$ cat src/rtl/sram_ctrl_pkg.sv
`timescale 1ns/1ps
package sram_ctrl_pkg;

  typedef enum logic [2:0] {
    PH_IDLE   = 3'd0,
    PH_SETUP  = 3'd1,
    PH_RACC   = 3'd2,
    PH_RCAPT  = 3'd3,
    PH_WCE    = 3'd4,
    PH_WPULSE = 3'd5,
    PH_WHOLD  = 3'd6,
    PH_RECOV  = 3'd7
  } phase_e;

  // internal active-high pin controls
  typedef struct packed {
    logic sel;
    logic oe;
    logic we;
    logic dq_en;
  } pin_ctl_t;

  function automatic int unsigned cyc_of(input int unsigned t_ps, input int unsigned clk_ps);
    int unsigned c;
    c = (t_ps + clk_ps - 1) / clk_ps;
    return (c == 0) ? 1 : c;
  endfunction

  function automatic int unsigned umax(input int unsigned a, input int unsigned b);
    return (a > b) ? a : b;
  endfunction

  function automatic int unsigned rem_or_one(input int unsigned need, input int unsigned used);
    return (need > used) ? need - used : 1;
  endfunction

  function automatic pin_ctl_t phase_ctl(input phase_e ph);
    pin_ctl_t c;
    c = '0;
    unique case (ph)
      PH_RACC, PH_RCAPT: begin c.sel = 1'b1; c.oe = 1'b1; end
      PH_WCE:            c.sel = 1'b1;
      PH_WPULSE:         begin c.sel = 1'b1; c.we = 1'b1; c.dq_en = 1'b1; end
      PH_WHOLD:          begin c.sel = 1'b1; c.dq_en = 1'b1; end
      default:           c = '0;
    endcase
    return c;
  endfunction

endpackage

$ cat src/rtl/sram_phase_timer.sv
`timescale 1ns/1ps
module sram_phase_timer #(
  parameter int unsigned CW = 4
) (
  input  logic          clk_i,
  input  logic          rst_ni,
  input  logic          load_i,
  input  logic [CW-1:0] load_val_i,
  output logic          expired_o
);
  logic [CW-1:0] cnt_q;

  always_ff @(posedge clk_i or negedge rst_ni) begin
    if (!rst_ni)             cnt_q <= '0;
    else if (load_i)         cnt_q <= load_val_i;
    else if (cnt_q != '0)    cnt_q <= cnt_q - 1'b1;
  end

  assign expired_o = (cnt_q == '0);
endmodule

$ cat src/rtl/sram_phase_fsm.sv
`timescale 1ns/1ps
module sram_phase_fsm
  import sram_ctrl_pkg::*;
#(
  parameter int unsigned N_SKEW  = 1,
  parameter int unsigned N_ACC   = 3,
  parameter int unsigned N_WCE   = 1,
  parameter int unsigned N_WP    = 3,
  parameter int unsigned N_WH    = 1,
  parameter int unsigned N_REC_R = 1,
  parameter int unsigned N_REC_W = 1,
  parameter int unsigned CW      = 2
) (
  input  logic          clk_i,
  input  logic          rst_ni,
  input  logic          req_valid_i,
  input  logic          req_write_i,
  input  logic          expired_i,
  output phase_e        phase_o,
  output phase_e        phase_next_o,
  output logic          accept_o,
  output logic          load_o,
  output logic [CW-1:0] load_val_o,
  output logic          capture_o
);
  phase_e state_q, state_d;
  logic   wr_q, wr_d;

  always_comb begin
    state_d    = state_q;
    wr_d       = wr_q;
    load_o     = 1'b0;
    load_val_o = '0;
    unique case (state_q)
      PH_IDLE: if (req_valid_i) begin
        state_d = PH_SETUP; wr_d = req_write_i;
        load_o = 1'b1; load_val_o = CW'(N_SKEW - 1);
      end
      PH_SETUP: if (expired_i) begin
        load_o = 1'b1;
        if (wr_q) begin state_d = PH_WCE;  load_val_o = CW'(N_WCE - 1); end
        else      begin state_d = PH_RACC; load_val_o = CW'(N_ACC - 1); end
      end
      PH_RACC: if (expired_i) begin
        state_d = PH_RCAPT; load_o = 1'b1; load_val_o = '0;
      end
      PH_RCAPT: if (expired_i) begin
        state_d = PH_RECOV; load_o = 1'b1; load_val_o = CW'(N_REC_R - 1);
      end
      PH_WCE: if (expired_i) begin
        state_d = PH_WPULSE; load_o = 1'b1; load_val_o = CW'(N_WP - 1);
      end
      PH_WPULSE: if (expired_i) begin
        state_d = PH_WHOLD; load_o = 1'b1; load_val_o = CW'(N_WH - 1);
      end
      PH_WHOLD: if (expired_i) begin
        state_d = PH_RECOV; load_o = 1'b1; load_val_o = CW'(N_REC_W - 1);
      end
      PH_RECOV: if (expired_i) state_d = PH_IDLE;
      default: state_d = PH_IDLE;
    endcase
  end

  always_ff @(posedge clk_i or negedge rst_ni) begin
    if (!rst_ni) begin
      state_q <= PH_IDLE;
      wr_q    <= 1'b0;
    end else begin
      state_q <= state_d;
      wr_q    <= wr_d;
    end
  end

  assign phase_o      = state_q;
  assign phase_next_o = state_d;
  assign accept_o     = (state_q == PH_IDLE) && req_valid_i;
  assign capture_o    = (state_q == PH_RCAPT) && expired_i;
endmodule

$ cat src/rtl/sram_pin_drv.sv
`timescale 1ns/1ps
module sram_pin_drv
  import sram_ctrl_pkg::*;
#(
  parameter int unsigned AW = 19,
  parameter int unsigned DW = 8
) (
  input  logic          clk_i,
  input  logic          rst_ni,
  input  logic          accept_i,
  input  logic [AW-1:0] addr_i,
  input  logic [DW-1:0] wdata_i,
  input  phase_e        phase_next_i,
  input  logic          capture_i,
  input  logic [DW-1:0] dq_i,
  output logic [AW-1:0] addr_o,
  output logic          ce1_no,
  output logic          ce2_o,
  output logic          oe_no,
  output logic          we_no,
  output logic [DW-1:0] dq_o,
  output logic          dq_oe_o,
  output logic [DW-1:0] rdata_o,
  output logic          rvalid_o
);
  pin_ctl_t      ctl_q;
  logic [AW-1:0] addr_q;
  logic [DW-1:0] wdata_q, rdata_q;
  logic          rvalid_q;

  // pins follow the next phase through one flop: glitch-free
  always_ff @(posedge clk_i or negedge rst_ni) begin
    if (!rst_ni) ctl_q <= '0;
    else         ctl_q <= phase_ctl(phase_next_i);
  end

  always_ff @(posedge clk_i or negedge rst_ni) begin
    if (!rst_ni) begin
      addr_q  <= '0;
      wdata_q <= '0;
    end else if (accept_i) begin
      addr_q  <= addr_i;
      wdata_q <= wdata_i;
    end
  end

  always_ff @(posedge clk_i or negedge rst_ni) begin
    if (!rst_ni) begin
      rdata_q  <= '0;
      rvalid_q <= 1'b0;
    end else begin
      rvalid_q <= capture_i;
      if (capture_i) rdata_q <= dq_i;
    end
  end

  assign addr_o   = addr_q;
  assign ce1_no   = ~ctl_q.sel;
  assign ce2_o    = ctl_q.sel;
  assign oe_no    = ~ctl_q.oe;
  assign we_no    = ~ctl_q.we;
  assign dq_o     = wdata_q;
  assign dq_oe_o  = ctl_q.dq_en;
  assign rdata_o  = rdata_q;
  assign rvalid_o = rvalid_q;
endmodule

$ cat src/rtl/sram_async_ctrl.sv
`timescale 1ns/1ps
module sram_async_ctrl
  import sram_ctrl_pkg::*;
#(
  parameter int unsigned AW         = 19,
  parameter int unsigned DW         = 8,
  parameter int unsigned CLK_PS     = 5000,
  parameter int unsigned T_SKEW_PS  = 4000,
  parameter int unsigned T_RC_PS    = 15000,
  parameter int unsigned T_ACC_PS   = 15000,
  parameter int unsigned T_AS_PS    = 1000,
  parameter int unsigned T_WP_PS    = 12000,
  parameter int unsigned T_DS_PS    = 7000,
  parameter int unsigned T_DH_PS    = 2000,
  parameter int unsigned T_AH_PS    = 2000,
  parameter int unsigned T_WHWL_PS  = 5000
) (
  input  logic          clk_i,
  input  logic          rst_ni,
  input  logic          req_valid_i,
  output logic          req_ready_o,
  input  logic          req_write_i,
  input  logic [AW-1:0] req_addr_i,
  input  logic [DW-1:0] req_wdata_i,
  output logic          rsp_valid_o,
  output logic [DW-1:0] rsp_rdata_o,
  output logic [AW-1:0] sram_addr_o,
  output logic          sram_ce1_no,
  output logic          sram_ce2_o,
  output logic          sram_oe_no,
  output logic          sram_we_no,
  output logic [DW-1:0] sram_dq_o,
  output logic          sram_dq_oe_o,
  input  logic [DW-1:0] sram_dq_i
);
  localparam int unsigned N_SKEW  = cyc_of(T_SKEW_PS, CLK_PS);
  localparam int unsigned N_ACC   = cyc_of(T_ACC_PS, CLK_PS);
  localparam int unsigned N_WCE   = cyc_of(T_AS_PS, CLK_PS);
  localparam int unsigned N_WP    = umax(cyc_of(T_WP_PS, CLK_PS), cyc_of(T_DS_PS, CLK_PS));
  localparam int unsigned N_WH    = umax(umax(cyc_of(T_AH_PS, CLK_PS), cyc_of(T_DH_PS, CLK_PS)),
                                         cyc_of(T_WHWL_PS, CLK_PS));
  localparam int unsigned N_RC    = cyc_of(T_RC_PS, CLK_PS);
  localparam int unsigned N_REC_R = rem_or_one(N_RC, N_ACC + 1);
  localparam int unsigned N_REC_W = rem_or_one(N_RC, N_WCE + N_WP + N_WH);
  localparam int unsigned N_MAX   = umax(umax(umax(N_SKEW, N_ACC), umax(N_WCE, N_WP)),
                                         umax(N_WH, umax(N_REC_R, N_REC_W)));
  localparam int unsigned CW      = $clog2(N_MAX + 1);

  phase_e        phase, phase_next;
  logic          accept, load, expired, capture;
  logic [CW-1:0] load_val;

  sram_phase_timer #(.CW(CW)) u_timer (
    .clk_i      (clk_i),
    .rst_ni     (rst_ni),
    .load_i     (load),
    .load_val_i (load_val),
    .expired_o  (expired)
  );

  sram_phase_fsm #(
    .N_SKEW(N_SKEW), .N_ACC(N_ACC), .N_WCE(N_WCE), .N_WP(N_WP),
    .N_WH(N_WH), .N_REC_R(N_REC_R), .N_REC_W(N_REC_W), .CW(CW)
  ) u_fsm (
    .clk_i        (clk_i),
    .rst_ni       (rst_ni),
    .req_valid_i  (req_valid_i),
    .req_write_i  (req_write_i),
    .expired_i    (expired),
    .phase_o      (phase),
    .phase_next_o (phase_next),
    .accept_o     (accept),
    .load_o       (load),
    .load_val_o   (load_val),
    .capture_o    (capture)
  );

  sram_pin_drv #(.AW(AW), .DW(DW)) u_pins (
    .clk_i        (clk_i),
    .rst_ni       (rst_ni),
    .accept_i     (accept),
    .addr_i       (req_addr_i),
    .wdata_i      (req_wdata_i),
    .phase_next_i (phase_next),
    .capture_i    (capture),
    .dq_i         (sram_dq_i),
    .addr_o       (sram_addr_o),
    .ce1_no       (sram_ce1_no),
    .ce2_o        (sram_ce2_o),
    .oe_no        (sram_oe_no),
    .we_no        (sram_we_no),
    .dq_o         (sram_dq_o),
    .dq_oe_o      (sram_dq_oe_o),
    .rdata_o      (rsp_rdata_o),
    .rvalid_o     (rsp_valid_o)
  );

  assign req_ready_o = (phase == PH_IDLE);
endmodule

$ cat config.mk
export PLATFORM = sky130hd
export DESIGN_NAME = sram_async_ctrl
export DESIGN_NICKNAME = d
export VERILOG_FILES = /design/src/rtl/sram_ctrl_pkg.sv /design/src/rtl/sram_phase_timer.sv /design/src/rtl/sram_phase_fsm.sv /design/src/rtl/sram_pin_drv.sv /design/src/rtl/sram_async_ctrl.sv
export SDC_FILE = /design/constraint.sdc
export NUM_CORES = 1
export LEC_CHECK = 0
export ABC_AREA = 1
export CORE_MARGIN = 1
export CORE_UTILIZATION = 45
export CTS_BUF_LIST = sky130_fd_sc_hd__clkbuf_8
export CTS_CLUSTER_DIAMETER = 200
export DETAILED_ROUTE_END_ITERATION = 6
export GPL_ROUTABILITY_DRIVEN = 1
export HOLD_SLACK_MARGIN = 0.15
export PLACE_DENSITY_LB_ADDON = 0.15
export SLEW_MARGIN = 0
export SYNTH_ARGS = -nofsm -noshare
export SYNTH_HDL_FRONTEND = slang
export SYNTH_SLANG_ARGS = --single-unit
$ cat constraint.sdc
create_clock -name clk_i -period 1.5 [get_ports clk_i]
set_input_delay 0.15 -clock clk_i [delete_from_list [all_inputs] [get_ports clk_i]]
set_output_delay 0.15 -clock clk_i [all_outputs]
set_load 0.02 [all_outputs]
Word level (Yosys, flattened, before mapping)
Index checks and enable logic that the tools add are counted.
- output and inout port bits: 42
- register bits after elaboration: 46
- input bits: 39
- word-level logic and storage cells: 61
- equality and inequality tests: 12
- reductions and logical operators: 12
- bitwise gates (word level): 3
- add/sub/neg operators: 1
- muxes and demuxes: 22
- operators with widths (cell ; number):
    2-to-1 mux 3 bit ; 8
    == test 3 bit, second input constant ; 7
    case mux 3 bit (7 select lines) ; 1
    == test 3 x 2 -> 1 bit, second input constant ; 4
    2-to-1 mux 2 bit ; 5
    2-to-1 mux 1 bit ; 6
    OR reduction 2 bit ; 3
    OR reduction 6 bit ; 1
    OR reduction 5 bit ; 1
    case mux 2 bit (2 select lines) ; 1
    nonzero test 2 bit ; 2
    == test 3 x 1 -> 1 bit, second input constant ; 1
    logical NOT 3 bit ; 1
    inverter 1 bit ; 3
    logical AND 1 bit ; 2
    logical NOT 2 bit ; 1
    case mux 1 bit (2 select lines) ; 1
    AND reduction 2 bit ; 1
    subtractor 2 x 1 -> 2 bit, second input constant ; 1

Logic depth before layout (Yosys ltp)
Gate-level depths: netlist of the first run.
- depth after elaboration: 6
- depth in mapped cells: 9
- mapped depth without buffers: 9

Hierarchy
A second synthesis of the first run with hierarchy kept.
- cells, all modules: 231
- area total of the unflattened synthesis: 2072.0 um^2
- modules (own cells, without submodules) (module ; area an instance (um^2) ; cells each ; sequential area each (um^2) ; instances):
    sram_pin_drv ; 1637.8 ; 165 ; 1001.0 ; 1
    sram_phase_fsm ; 296.5 ; 45 ; 100.1 ; 1
    sram_phase_timer ; 120.1 ; 17 ; 50.0 ; 1
    sram_async_ctrl ; 17.5 ; 4 ; 0.0 ; 1

Least setup slack after synthesis of the first run
Ideal clock, no wire load.
- kind: register -> register
- start point: reg u_timer.cnt_q[0]
- end point: reg u_pins.ctl_q, in the netlist u_pins.ce2_o
- arrival time: 1.191 ns
- period minus slack after synthesis: 1.317 ns
- setup time: 0.126 ns
- cell stages (with the launch flop): 9
- data required time: 1.374 ns
- path slack: 0.183 ns
- path buffers: 1
- path through: dfrtp_1 inv_1 ha_1 buf_2 nand3_1 nand2_1 nand3_1 nand3_1 nand3_1
- word-level cells in the longest chain between the ends: 6
- elaborated cells on any way between the ends: 15
- classes of those cells: eq/ne: 5; mux: 8; reduce/logical: 2
- ends and longest elaborated chain (item ; RTL line ; text):
    start: declaration ; sram_phase_timer.sv:11 ; logic [CW-1:0] cnt_q;
    start signal: assignment ; sram_phase_timer.sv:15 ; else if (load_i) cnt_q <= load_val_i;
    start signal: assignment ; sram_phase_timer.sv:16 ; else if (cnt_q != '0) cnt_q <= cnt_q - 1'b1;
    logical NOT 2 bit (*) ; sram_phase_timer.sv:19 ; assign expired_o = (cnt_q == '0);
    2-to-1 mux 3 bit, or another cell as far along ; sram_phase_fsm.sv:59 ; PH_RECOV: if (expired_i) state_d = PH_IDLE;
    case mux 3 bit (7 select lines) (*) ; sram_phase_fsm.sv:34 ; unique case (state_q)
    net phase_next[2] ; sram_async_ctrl.sv:49 ; phase_e phase, phase_next;
    == test 3 x 2 -> 1 bit or == test 3 bit (tied branches) ; sram_ctrl_pkg.sv:40 ; unique case (ph)
    OR reduction 5 bit (no source line) (*) ; -- ;
    2-to-1 mux 1 bit (*) ; sram_ctrl_pkg.sv:40 ;
    end signal: assignment ; sram_pin_drv.sv:34 ; else ctl_q <= phase_ctl(phase_next_i);
    end: declaration ; sram_pin_drv.sv:26 ; pin_ctl_t ctl_q;
The timed path passes the listed nets; every way through them passes the cells marked *.
A chain may end at the register's enable or synchronous reset.

Worst setup path after layout of the first run
- start point: reg u_pins.addr_q[0] (netlist: u_pins.addr_o[0])
- end point: out sram_addr_o[0]
- RTL lines (item ; RTL line ; text):
    start: declaration ; sram_pin_drv.sv:27 ; logic [AW-1:0] addr_q;
    start signal: assignment ; sram_pin_drv.sv:42 ; addr_q <= addr_i;
    end: declaration ; sram_async_ctrl.sv:27 ; output logic [AW-1:0] sram_addr_o,
No word-level cell between the ends.

==> results of run 1 <==
-- registers in the layout, indices dropped and copies added (netlist names) --
signal           count
u_pins.addr_o       19
u_timer.cnt_q        2
u_pins.dq_o          8
u_pins.rvalid_o      1
u_pins.ctl_q         2
u_fsm.phase_o        3
u_pins.ce2_o         1
u_fsm.wr_q           1
u_pins.rdata_o       8
u_pins.dq_oe_o       1
-- Yosys cell counts, drive strengths merged --
| library cell | number |
|---|---|
| mux2 | 28 |
| clkinv | 1 |
| dfrtp | 46 |
| nand3 | 13 |
| buf | 6 |
| nor3 | 2 |
| nand2 | 42 |
| ha | 2 |
| o21ai | 2 |
| nand4 | 2 |
| inv | 18 |
| nor2 | 8 |
-- area by class of cell --
class	count	area [um^2]	share of cell area [%]
flip-flops and latches	46	1150	36.8
repair buffers	90	910	29.1
multi-input cells	99	793	25.3
inverters	19	72.6	2.32
clock buffers	5	68.8	2.20
clock inverters	3	68.8	2.20
well taps	52	65.1	2.08
-- report_power, final --
part | switching [uW] | internal [uW] | total (uW)
clock network | 412 | 667 | 1080
registers | 338 | 1860 | 2200
logic | 1870 | 2100 | 3960
total | 2620 | 4630 | 7240
-- what timing repair did --
action | 4_1_cts | 5_1_grt
pin swaps | 0 | 0
resized for setup | 2 | 12
endpoints found under the setup margin | 2 | 8
hold endpoints to repair | 19 | 0
hold buffers | 1 | 0
-- worst min path at each step --
stage	start	cells past startpoint	endpoint
after CTS	rst_ni	2	u_fsm.phase_o[2]$_DFF_PN0_
after global placement	rst_ni	1	u_pins.rdata_o[1]$_DFFE_PN0P_
after global routing	rst_ni	2	u_fsm.phase_o[2]$_DFF_PN0_
after floorplan	rst_ni	0	u_fsm.phase_o[0]$_DFF_PN0_
final	rst_ni	2	u_fsm.phase_o[2]$_DFF_PN0_
after detailed placement	rst_ni	1	u_pins.rdata_o[1]$_DFFE_PN0P_
-- kinds of logic (layout without fill, tap and decap cells) --
kind of cell    count (synthesis)  after routing
simple gates                   67             67
compound gates                  2              2
flops                          46             46
fa+ha+maj                       2              2
mux                            28             28
buf+inv                        25            117
-- metrics by stage --
step           instance area (um^2)  utilization [%]  total power, uW  hold slack (ns)  instances
6_report                       3130             71.9             7240            0.336        314
3_5_place_dp                   2950             67.7             6120            0.134        305
2_1_floorplan                  2040                -             4510           -0.146        170
3_3_place_gp                   2950             67.7             6050            0.135        305
4_1_cts                        3090             71.0             7230            0.339        314
5_1_grt                        3130             71.9             7710            0.357        314
-- metal layers --
layer / GRT usage, % / vias up / share of wire, %
met5: 0 / - / 0
met4: 5.44 / 0 / 0.43
met3: 6.98 / 2 / 7.7
met2: 28.9 / 58 / 48
met1: 21.2 / 704 / 43
li1: - / 721 / -
==> impl_metrics.py, run 1 <==
metrics = {
    "critical_path": {
        "critPathBufInv": 1,
        "end_kind": "output pin",
        "r2r_cells": 9,
        "crit_family": "buffers and inverters",
        "cp_max_fo": 2,
        "rr_endpoint": "u_pins.dq_oe_o$_DFF_PN0_",
        "crit_cells": 1,
        "crit_arrival_ns": 1.28,
        "crit_end": "sram_addr_o[0]",
        "crit_required_ns": 1.35,
        "path_class": "reg2out",
        "r2r_slack_ns": 0.12,
        "crit_start": "u_pins.addr_o[0]$_DFFE_PN0P_",
        "startpoint_type": "flop",
        "slowest_stage": "clkdlybuf4s50_1",
        "cp_cell_sequence": "clkdlybuf4s50_1",
        "r2r-start": "u_timer.cnt_q[0]$_DFFE_PN0P_",
        "crit_path_max_incr_delay_ns": 0.62,
    },
    "synthesis": {
        "synth-simple-area-share_pct": 14.8,
        "syn_area_um2": 2040,
        "syn_nets": 211,
        "synth_top_area_cell": "dfrtp_1",
        "synth_cells": 170,
        "synth_top_family_by_area": "multiplexers",
        "yosys.area_share.adder_pct": 1.23,
        "ys_top_cells_by_area": "dfrtp_1 56%, mux2_4 21%, nand2_1 7.5%",
        "synth_xor_area_share_pct": 0,
        "synth_cell_type_count": 19,
        "avgSynthCellArea_um2": 12.0,
        "muxShareOfSynthArea_pct": 20.6,
        "synth_top_area_share_pct": 56.4,
        "ys_ff_latch": 46,
        "ys_seq_area_share_pct": 56.4,
        "synth_compound_area_share_pct": 0.491,
        "synth_warnings": 0,
    },
    "place": {
        "dpl.hpwl_um": 2840,
        "port_buffers": 80,
        "pre_cts_ws_ns": 0.0800,
        "routabilityCongestion": 0.820,
    },
    "final_layout": {
        "syn_to_final_growth_pct": 53.4,
        "layout_commonest_cell": "clkdlybuf4s50_1",
        "layout-drive-gt1-share_pct": 22.5,
        "layout_common_cells": "75 x clkdlybuf4s50_1, 46 x dfrtp_1, 41 x nand2_1",
        "fin_nets": 302,
        "diodes": 0,
        "nFillCells": 319,
    },
    "sta": {
        "fmax_ghz": 0.700,
        "setup_viol": 0,
        "rsz0062_at_grt": "no",
        "setup_tns_ns": 0,
        "worst_slack_ns": 0.0706,
        "drv_slew": 0,
        "tightestPinTransition_ns": 0.486,
        "layout_min_cycle_time_ns": 1.43,
        "skew_ns": 0.0118,
        "final_hold_viol_count": 0,
        "slew_headroom_pct": 67.6,
        "post-route-period-util_pct": 95.3,
    },
    "cts": {
        "clk_latency_ns": 0.30,
        "clkSinkCount": 46,
        "path_clk_slew_ns": 0.09,
        "cts_buffers": 5,
        "cts_tree": "done",
        "clock_path_buffers": 2,
        "cts_root_buf": "clkbuf_8",
        "h-tree-depth": 2,
        "postCtsSetupBuffers": 0,
    },
    "grt": {
        "grt_pass1_wl_um": 6630,
        "grt_antenna_before_repair": 0,
        "grt_overflow": 0,
        "gr-usage-all-layers_pct": 17.6,
        "grt_max_degree": 28,
        "grt_pass1_vias": 1504,
    },
    "job": {
        "maxCapViolCount": 0,
    },
    "route": {
        "drcViolationCount": 0,
        "drtIter0Drc": 59,
        "first_pass_iters": 4,
        "vias": 1485,
        "vias_per_cell": 4.73,
        "wl_per_cell_um": 12.7,
        "drtAntennaViolNets": 0,
        "wirelength_um": 3970,
    },
    "power_and_ir_drop": {
        "p_leak_uw": 0.00156,
        "peakVddDrop_mv": 1.08,
        "p_per_area_nw_per_um2": 2310,
    },
    "floorplanning": {
        "die_h_um": 69.3,
        "start_util_pct": 46.8,
        "dieArea_um2": 4810,
        "coreArea_um2": 4350,
        "io_pins": 81,
        "die_w_um": 69.3,
        "rows": 24,
    },
    "worst_hold_path": {
        "hp-class": "in2async",
    },
    "run_status": {
        "outcome": "finished, final reports clean",
    },
}
(Power assumes the default switching activity.)
==> run 2: changes to the inputs <==
Settings changed: CORE_MARGIN 1 to unset, REMOVE_ABC_BUFFERS set to 1.
==> impl_metrics.py, run 2 (synthesis gave the netlist of run 1 again) <==
metrics = {
    "cts": {
        "clock_path_buffers": 2,
        "cts_root_buf": "clkbuf_8",
        "path_clk_slew_ns": 0.08,
        "cts_buffers": 5,
        "clk_latency_ns": 0.29,
        "clkSinkCount": 46,
        "h-tree-depth": 2,
        "cts_tree": "done",
        "postCtsSetupBuffers": 0,
    },
    "route": {
        "first_pass_iters": 4,
        "drtIter0Drc": 41,
        "vias": 1509,
        "wirelength_um": 4020,
        "drcViolationCount": 0,
        "wl_per_cell_um": 12.8,
        "vias_per_cell": 4.82,
        "drtAntennaViolNets": 0,
    },
    "critical_path": {
        "crit_required_ns": 1.35,
        "crit_end": "sram_we_no",
        "cp_max_fo": 1,
        "crit_arrival_ns": 1.29,
        "startpoint_type": "flop",
        "r2r_cells": 10,
        "r2r_slack_ns": 0.12,
        "end_kind": "output pin",
        "r2r-start": "u_timer.cnt_q[0]$_DFFE_PN0P_",
        "path_class": "reg2out",
        "crit_start": "u_pins.ctl_q[1]$_DFF_PN0_",
        "rr_endpoint": "u_pins.ce2_o$_DFF_PN0_",
    },
    "power_and_ir_drop": {
        "intPower_uw": 4300,
        "switching_power_uw": 2640,
        "p_per_area_nw_per_um2": 2250,
        "switching_share_pct": 38.1,
        "pwr-share-seq_pct": 31.8,
        "pwr-share-clk_pct": 10.0,
        "p_comb_share_pct": 58.2,
        "peakVddDrop_mv": 1.22,
        "p_leak_uw": 0.00155,
    },
    "sta": {
        "slew_headroom_pct": 83.5,
        "skew_ns": 0.00353,
        "setup_viol": 0,
        "fmax_ghz": 0.697,
        "drv_slew": 0,
        "tightestPinTransition_ns": 0.248,
        "post-route-period-util_pct": 95.7,
        "rsz0062_at_grt": "no",
        "final_hold_viol_count": 0,
        "setup_tns_ns": 0,
        "layout_min_cycle_time_ns": 1.44,
    },
    "final_layout": {
        "layout_common_cells": "76 x clkdlybuf4s50_1, 46 x dfrtp_1, 41 x nand2_1",
        "layout-drive-gt1-share_pct": 23.4,
        "syn_to_final_growth_pct": 51.4,
        "layout_commonest_cell": "clkdlybuf4s50_1",
        "stdcell_count": 313,
        "largest_reg_flops": 19,
        "diodes": 0,
        "final_area_um2": 3090,
        "fin_nets": 302,
    },
    "floorplanning": {
        "start_util_pct": 46.8,
        "die_h_um": 69.3,
        "rows": 24,
        "dieArea_um2": 4810,
        "coreArea_um2": 4350,
        "io_pins": 81,
        "die_w_um": 69.3,
    },
    "place": {
        "port_buffers": 80,
        "routabilityCongestion": 0.782,
        "placed_cell_area_um2": 2940,
        "dp.cells": 305,
        "dpl.hpwl_um": 2860,
    },
    "grt": {
        "grt_antenna_before_repair": 0,
        "grt_overflow": 0,
        "grt_pass1_vias": 1518,
        "grt_pass1_wl_um": 6890,
        "grt_max_degree": 47,
        "top_usage_layer": "met2",
        "gr-usage-all-layers_pct": 17.9,
        "grt_use_met1_pct": 22.1,
        "use_met3_pct": 5.81,
        "gr-usage-met2_pct": 30.2,
    },
    "run_status": {
        "outcome": "finished, final reports clean",
    },
    "job": {
        "maxCapViolCount": 0,
    },
    "worst_hold_path": {
        "hp-class": "in2async",
    },
}
==> run 2: changes by cell type in the layout (fill, tap and decap cells not counted), moves of 2 or more <==
cell | before | now
nand3_1 | 10 | 7
nand3_2 | 2 | 5
bufinv_16 | 2 | 0
nor2_1 | 7 | 5
nor2_2 | 0 | 2
==> run 2: critical path, cell delays in order (launching register included) <==
cell             delay, ns
dfrtp_1               0.36
inv_1                 0.04
clkdlybuf4s50_1       0.59
==> run 2: area by class of cell <==
type	instances	area [um^2]
inverters	19	72.6
fillers	333	1270
repair buffers	90	906
flip-flops and latches	46	1150
well taps	52	65.1
clock buffers	5	68.8
clock inverters	2	11.3
multi-input cells	99	813
==> run 2: layer usage <==
layer | share of wire, % | vias to the layer above
met5 | 0 | -
met4 | 0.87 | 0
met3 | 6.4 | 5
met2 | 50 | 57
met1 | 43 | 725
li1 | - | 722
==> run 2: how the worst min path moves through the flow <==
stage | end | slack (ns) | cells past startpoint
2_1_floorplan | u_fsm.phase_o[0]$_DFF_PN0_ | -0.15 | 0
3_3_place_gp | u_pins.rdata_o[0]$_DFFE_PN0P_ | 0.15 | 2
3_5_place_dp | u_pins.rdata_o[0]$_DFFE_PN0P_ | 0.15 | 2
4_1_cts | u_pins.dq_oe_o$_DFF_PN0_ | 0.38 | 3
5_1_grt | u_pins.rdata_o[2]$_DFFE_PN0P_ | 0.39 | 3
6_report | u_pins.rdata_o[0]$_DFFE_PN0P_ | 0.37 | 3
==> run 2: what timing repair did <==
item | 4_1_cts | 5_1_grt
setup endpoints to repair | 1 | 9
resized for setup | 1 | 16
endpoints found under the hold margin | 46 | 0
hold buffers | 1 | 0
pin swaps | 0 | 6
==> run 2: metrics by stage <==
stage                     utilization, %  power [uW]  worst slack (ns)  hold WS [ns]
after floorplan                        -        4420           -0.0450        -0.146
after global placement              67.4        6050            0.0972         0.151
after detailed placement            67.4        6120            0.0746         0.148
after CTS                           69.5        6850            0.0166         0.378
after global routing                70.9        7410           0.00197         0.393
final                               70.9        6950            0.0645         0.367
==> run 2: power groups by stage <==
stage	Sequential, uW	Combinational, uW	Clock (uW)
CTS	2210	3920	731
detailed placement	2210	3900	0
global placement	2200	3850	0
floorplan	2880	1540	0
finish	2210	4040	697
global route	2290	4330	779
==> run 3: changes to the inputs <==
Settings changed: SLEW_MARGIN 0 to unset.
==> results of run 3 <==
Final layout, timing and power as in run 2 (identical DEF).
